**src/rtl/fused_mul_add.sv**
```systemverilog
module fused_mul_add #(
  parameter int W = 4,
  parameter bit REG_OUT = 1'b1
) (
  input  logic            clk,
  input  logic            rst_n,
  input  logic [W-1:0]    op_a,
  input  logic [W-1:0]    op_b,
  input  logic [W-1:0]    op_c,
  input  logic [2*W-1:0]  addend,
  input  logic            carry_in,
  output logic [2*W-1:0]  result,
  output logic            carry_out
);

  localparam int W2 = 2 * W;
  localparam int NG = (W + 3) / 4;
  localparam int WP = NG * 4;

  // carry-save state entering each row
  logic [W2-1:0] sv [W+1];
  logic [W2-1:0] cv [W+1];

  assign sv[0] = addend;
  assign cv[0] = {{W{1'b0}}, op_c};

  for (genvar r = 0; r < W; r++) begin : g_row
    logic [W2-1:0] s_nx;
    logic [W2-1:0] c_nx;
    logic [W-1:0]  cy;

    for (genvar k = 0; k < W2; k++) begin : g_cell
      if (k >= r && k < r + W) begin : g_fa
        logic pp;
        assign pp      = op_a[k-r] & op_b[r];
        assign s_nx[k] = pp ^ sv[r][k] ^ cv[r][k];
        assign cy[k-r] = (pp & sv[r][k]) | (pp & cv[r][k]) | (sv[r][k] & cv[r][k]);
      end else begin : g_pass
        assign s_nx[k] = sv[r][k];
      end

      if (k == r) begin : g_eat
        assign c_nx[k] = 1'b0;
      end else if (k > r && k <= r + W) begin : g_up
        assign c_nx[k] = cy[k-r-1];
      end else begin : g_keep
        assign c_nx[k] = cv[r][k];
      end
    end

    assign sv[r+1] = s_nx;
    assign cv[r+1] = c_nx;
  end

  // low half is settled after the last row; its carry slots are drained
  logic [W-1:0] lo_half;
  assign lo_half = sv[W][W-1:0] ^ cv[W][W-1:0];

  // carry-lookahead adder on the upper half, 4-bit groups
  logic [WP-1:0] ga;
  logic [WP-1:0] pa;
  logic [WP:0]   cb;
  logic [W-1:0]  hi_half;

  assign ga    = WP'(sv[W][W2-1:W] & cv[W][W2-1:W]);
  assign pa    = WP'(sv[W][W2-1:W] ^ cv[W][W2-1:W]);
  assign cb[0] = carry_in;

  for (genvar g = 0; g < NG; g++) begin : g_grp
    localparam int B = 4 * g;
    logic [3:0] gg;
    logic [3:0] gp;
    logic       ci;
    logic       grp_g;
    logic       grp_p;

    assign gg = ga[B+3:B];
    assign gp = pa[B+3:B];
    assign ci = cb[B];

    assign cb[B+1] = gg[0] | (gp[0] & ci);
    assign cb[B+2] = gg[1] | (gp[1] & gg[0]) | (gp[1] & gp[0] & ci);
    assign cb[B+3] = gg[2] | (gp[2] & gg[1]) | (gp[2] & gp[1] & gg[0])
                   | (gp[2] & gp[1] & gp[0] & ci);

    assign grp_g = gg[3] | (gp[3] & gg[2]) | (gp[3] & gp[2] & gg[1])
                 | (gp[3] & gp[2] & gp[1] & gg[0]);
    assign grp_p = &gp;

    assign cb[B+4] = grp_g | (grp_p & ci);
  end

  assign hi_half = pa[W-1:0] ^ cb[W-1:0];

  logic [W2-1:0] res_c;
  logic          cout_c;

  assign res_c  = {hi_half, lo_half};
  assign cout_c = cb[W];

  if (REG_OUT) begin : g_reg
    always_ff @(posedge clk or negedge rst_n) begin
      if (!rst_n) begin
        result    <= '0;
        carry_out <= 1'b0;
      end else begin
        result    <= res_c;
        carry_out <= cout_c;
      end
    end
  end else begin : g_comb
    assign result    = res_c;
    assign carry_out = cout_c;
  end

  // arithmetic reference for the checks below
  logic [W2:0] ref_sum;
  assign ref_sum = (W2+1)'(addend) + (W2+1)'(op_a) * (W2+1)'(op_b)
                 + (W2+1)'(op_c) + ((W2+1)'(carry_in) << W);

  p_exact_r1: assert property (@(posedge clk) disable iff (!rst_n)
    {cout_c, res_c} == ref_sum);

  p_array_keeps_sum_r1: assert property (@(posedge clk) disable iff (!rst_n)
    ((W2+1)'(sv[W]) + (W2+1)'(cv[W])) ==
    ((W2+1)'(addend) + (W2+1)'(op_a) * (W2+1)'(op_b) + (W2+1)'(op_c)));

  p_low_no_cin_r4: assert property (@(posedge clk) disable iff (!rst_n)
    res_c[W-1:0] == W'(addend[W-1:0] + op_a * op_b + op_c));

  p_lookahead_r6: assert property (@(posedge clk) disable iff (!rst_n)
    {cout_c, hi_half} == ((W+1)'(sv[W][W2-1:W]) + (W+1)'(cv[W][W2-1:W])
                          + (W+1)'(carry_in)));

  if (REG_OUT) begin : g_reg_chk
    p_one_cycle_r2: assert property (@(posedge clk) disable iff (!rst_n)
      1'b1 |=> ({carry_out, result} == $past(ref_sum)));
  end

endmodule

```
**config.mk**
```make
export PLATFORM = sky130hd
export DESIGN_NAME = fused_mul_add
export DESIGN_NICKNAME = d
export VERILOG_FILES = /design/src/rtl/fused_mul_add.sv
export SDC_FILE = /design/constraint.sdc
export NUM_CORES = 1
export LEC_CHECK = 0
export BUFFER_PORTS_ARGS = -buffer_cell sky130_fd_sc_hd__buf_2
export CAP_MARGIN = 20
export CORE_AREA = 2 2 56 58
export CTS_CLUSTER_SIZE = 14
export DETAILED_ROUTE_END_ITERATION = 12
export DIE_AREA = 0 0 58 60
export GPL_ROUTABILITY_DRIVEN = 0
export GPL_TIMING_DRIVEN = 0
export PLACE_DENSITY = 0.62
export SLEW_MARGIN = 20
export SYNTH_ARGS = -nofsm -noshare
export SYNTH_HDL_FRONTEND = slang
export SYNTH_SLANG_ARGS = --single-unit
export TNS_END_PERCENT = 10
```
**constraint.sdc**
```tcl
create_clock -name clk -period 0.9 [get_ports clk]
set_clock_uncertainty 0.15 [all_clocks]
set_input_delay 0.18 -clock clk [delete_from_list [all_inputs] [get_ports clk]]
set_output_delay 0.18 -clock clk [all_outputs]
set_load 0.01 [all_outputs]
```
Word-level counts from Yosys, hierarchy flattened

Cells that the tools add are included.

Bitwise gates (word level): 156
Reduce and logical (&&, ||, !) cells: 1

Operators with widths:

| operator         | number |
|---|---|
| $and 1x1->1      | 79 |
| $or 1x1->1       | 42 |
| $xor 1x1->1      | 32 |
| $xor 4x4->4      | 2 |
| $and 4x4->4      | 1 |
| $reduce_and 4->1 | 1 |

Register bits: 9
Output and inout bits: 9
Word-level logic and storage cells: 159

Depth between registers and ports, before layout

Depth after elaboration: 19
Depth in mapped cells: 13

Worst setup path before layout

Ideal clock, no wire load.

Path type: input -> register
Start: input op_a[3]
End: register carry_out
Library setup time: 118 ps
Data arrival time: 3112 ps
Path slack: -2480 ps
Stages: 11
Path buffers: 0
Path through: and2_1 fa_1 inv_1 fa_1 fa_1 inv_1 fa_1 ha_1 a21o_1 a31o_1 a21o_1

Word-level cells in the longest chain between the ends: 19

Ends and longest elaborated chain:

| item                                             | RTL line | text |
|---|---|---|
| start: declaration                               | 7        | `input logic [W-1:0] op_a,` |
| $and 1x1->1                                      | 35       | `assign pp = op_a[k-r] & op_b[r];` |
| $and 1x1->1                                      | 37       | `assign cy[k-r] = (pp & sv[r][k]) \| (pp & cv[r][k]) \| (sv[r][k] & cv[r][k]);` |
| $or 1x1->1 (2 in a row)                          | 37       |  |
| $and 1x1->1                                      | 37       |  |
| $or 1x1->1 (2 in a row)                          | 37       |  |
| $and 1x1->1                                      | 37       |  |
| $or 1x1->1 (2 in a row)                          | 37       |  |
| $and 1x1->1                                      | 37       |  |
| $or 1x1->1 (2 in a row)                          | 37       |  |
| $xor 4x4->4                                      | 66       | `assign pa = WP'(sv[W][W2-1:W] ^ cv[W][W2-1:W]);` |
| $and 1x1->1, on equally long branches            | 86, 87   |  |
| $or 1x1->1 (tied with other cells)               | 86       | `assign grp_g = gg[3] \| (gp[3] & gg[2]) \| (gp[3] & gp[2] & gg[1])` |
| $or 1x1->1 / $and 1x1->1 (equally long branches) | 86, 87   |  |
| $or 1x1->1                                       | 87       | `\| (gp[3] & gp[2] & gp[1] & gg[0]);` |
| $or 1x1->1 (*)                                   | 90       | `assign cb[B+4] = grp_g \| (grp_p & ci);` |
| net cout_c                                       | 96       | `logic cout_c;` |
| end signal: assignment                           | 108      | `carry_out <= cout_c;` |
| end: declaration                                 | 13       | `output logic carry_out` |

The timed path passes the listed nets; every way through them passes the cells marked *.

Worst setup path in the final report

Ends and elaborated chain as after synthesis.

==> qor.yml <==
status:
  outcome: "complete, but fails checks"
  violations: "negative setup slack"
global_routing:
  grt_max_degree: 10
  antenna_found_initial: 0
  track_usage: 0.101
  first_global_vias: 647
  grt-ovfl-total: 0
  grt_pass1_wl_um: 2610
finish:
  num-nets-final: 151
  n_antenna_cell: 0
  area_growth_pct: 31.0
  drive_above_1_share: 0.415
  fin_cells: 139
setup_path:
  cp_top_family: "adder cells"
  arrival_ps: 3130
  critPathKind: "in2reg"
  end_kind: "flip-flop"
  cpPeakStageDelay_ps: 490
  critical_path_depth: 14
  startpoint_type: "input pin"
  cp.required_ps: 890
  cp_cell_sequence: "buf_2 -> and2_4 -> fa_1 -> inv_2 -> fa_2 -> inv_2 -> fa_1 -> inv_1 -> fa_1 -> inv_2 -> ha_4 -> a21o_1 -> a31o_1 -> a21o_1"
  worst-path-max-fanout: 4
  cpMaxStageDelayCell: "fa_1"
  cp-endpoint: "carry_out"
  crit_start: "op_a[3]"
  critPathBufInv: 5
yosys:
  synth.net_count: 114
  synth_area_leaders: "fa_1 (41%), dfrtp_1 (27%), and2_1 (7.6%), inv_1 (7.3%), ha_1 (6.1%)"
  synth_fa_ha_area_frac: 0.474
  synth_simple_gate_area_frac: 0.103
  synth_mux_area_frac: 0
  synth_compound_area_frac: 0.0441
  yosysMostFrequentCell: "fa_1"
  syn-cell-area_sq_um: 823
  synth_top_cell_area_share: 0.413
  synth.distinct_cells: 11
  yosysSeqAreaShare: 0.274
  synth_edf_count: 0
  netlist.top_cell.by_area: "fa_1"
  syn_inst: 70
  synth_top_cells_by_count: "fa_1 (17), inv_1 (16), and2_1 (10)"
  syn_avg_cell_area_sq_um: 11.8
  ys_ff_latch: 9
  yosys_warnings: 0
  synth_flop_cell: "dfrtp_1"
  synth_top_family_by_area: "adder cells"
  synthArstFlopShare: 1.00
  yosys.area_share.xor_xnor: 0.0319
clocking:
  path_clk_slew_ps: 50
  post_cts_buffers: 0
  cts_sinks: 9
  cts_buffers: 3
  cts_tree: "yes"
  root_buffer: "clkbuf_4"
  htree_levels: 1
  clock_path_buffers: 2
timing:
  setup_viol: 18
  final-max-slew-violation-count: 0
  whs_ps: 67.1
  rsz0062_at_grt: "true"
  fin_crit_ps: 3140
  finalWorstSetupSlack_ps: -2240
  hold_violations: 0
  fmax_mhz: 318
  relSlewSlack: 0.875
  worst_slew_pin_slew_ps: 188
  post-route-period-util: 3.49
  fin_setup_tns_ps: -15050
pwr:
  peakVddDrop_v: 0.000849
  p_leak_nw: 0.572
  powerDensity_nw_per_um2: 1920
detailed_routing:
  drtAntennaViolNets: 0
  via_per_inst: 4.16
  drc: 0
  routedWlPerCell_um: 10.1
  drt-total-wl_um: 1400
  first_iter_violations: 2
  dr.pass1.iters: 3
  dr_total_vias: 578
placed_design:
  hpwl_um: 1370
  port_buffers: 31
  dp_cells: 134
floorplan:
  die-area_sq_um: 3480
  io_pins: 32
  die_h_um: 60
  start_util: 0.284
  core_sq_um: 2900
  fp-row-count: 20
  dieWidth_um: 58
min_path:
  hp-class: "in2reg"
job:
  max_cap_violations: 0
==> repair_timing <==
action,4_1_cts,5_1_grt
hold endpoints to repair,9,0
resized for setup,5,1
pin swaps,2,0
gates cloned,0,0
hold buffers,1,0
endpoints found under the setup margin,18,18
==> metal layers <==
metal / track usage / part of all wire / up-vias
li1: - / - / 277
met1: 0.105 / 0.33 / 278
met2: 0.188 / 0.57 / 21
met3: 0.0130 / 0.075 / 2
met4: 0.0698 / 0.019 / 0
met5: 0 / 0 / -
==> how the worst min path moves through the flow <==
stage,start,to,slack [ps],cells after the start
floorplan,rst_n,carry_out,-270,0
global placement,rst_n,result[5],-120,1
detailed placement,rst_n,result[3],-110,1
CTS,addend[0],result[0],60,2
global route,addend[0],result[0],70,2
finish,addend[0],result[0],70,2
==> final cells by class <==
type	instances	area, sq um
fillers	304	1820
multi-input cells	45	561
flip-flops and latches	9	225
repair buffers	32	165
inverters	16	60.1
well taps	33	41.3
clock buffers	4	26.3
==> flip-flops by register name (all words and copies together) (netlist names) <==
register,cells
carry_out,1
result,8
==> through the flow <==
stage | utilization | power, mW | setup WS (ps) | instance area, sq um
finish | 0.372 | 2.07 | -2240 | 1080
global route | 0.372 | 2.32 | -2360 | 1080
CTS | 0.372 | 2.13 | -2250 | 1080
detailed placement | 0.357 | 1.81 | -2580 | 1040
global placement | 0.357 | 1.73 | -2500 | 1040
floorplan | - | 1.40 | -2300 | 841
==> layout by cell type, fill, tap and decap left out, drive strengths merged <==
cell	n
buf	31
fa	17
inv	16
and2	10
dfrtp	9
nand2	6
ha	4
clkbuf	4
a21o	3
xor2	2
a21oi	1
xnor2	1
a31o	1
dlygate4sd3	1
==> power by group <==
part | leakage, nW | switching, mW | internal (mW) | total [mW]
registers | 0.106 | 0.0353 | 0.582 | 0.617
logic | 0.451 | 0.608 | 0.558 | 1.17
clock network | 0.0150 | 0.115 | 0.169 | 0.285
total | 0.572 | 0.759 | 1.31 | 2.07
==> kinds of logic after synthesis <==
logic type,after synthesis
buf+inv,16
xor+xnor,3
fa+ha+maj,21
compound gates,5
flops,9
simple gates,16
No activity file was read; power rests on OpenSTA's default activity.
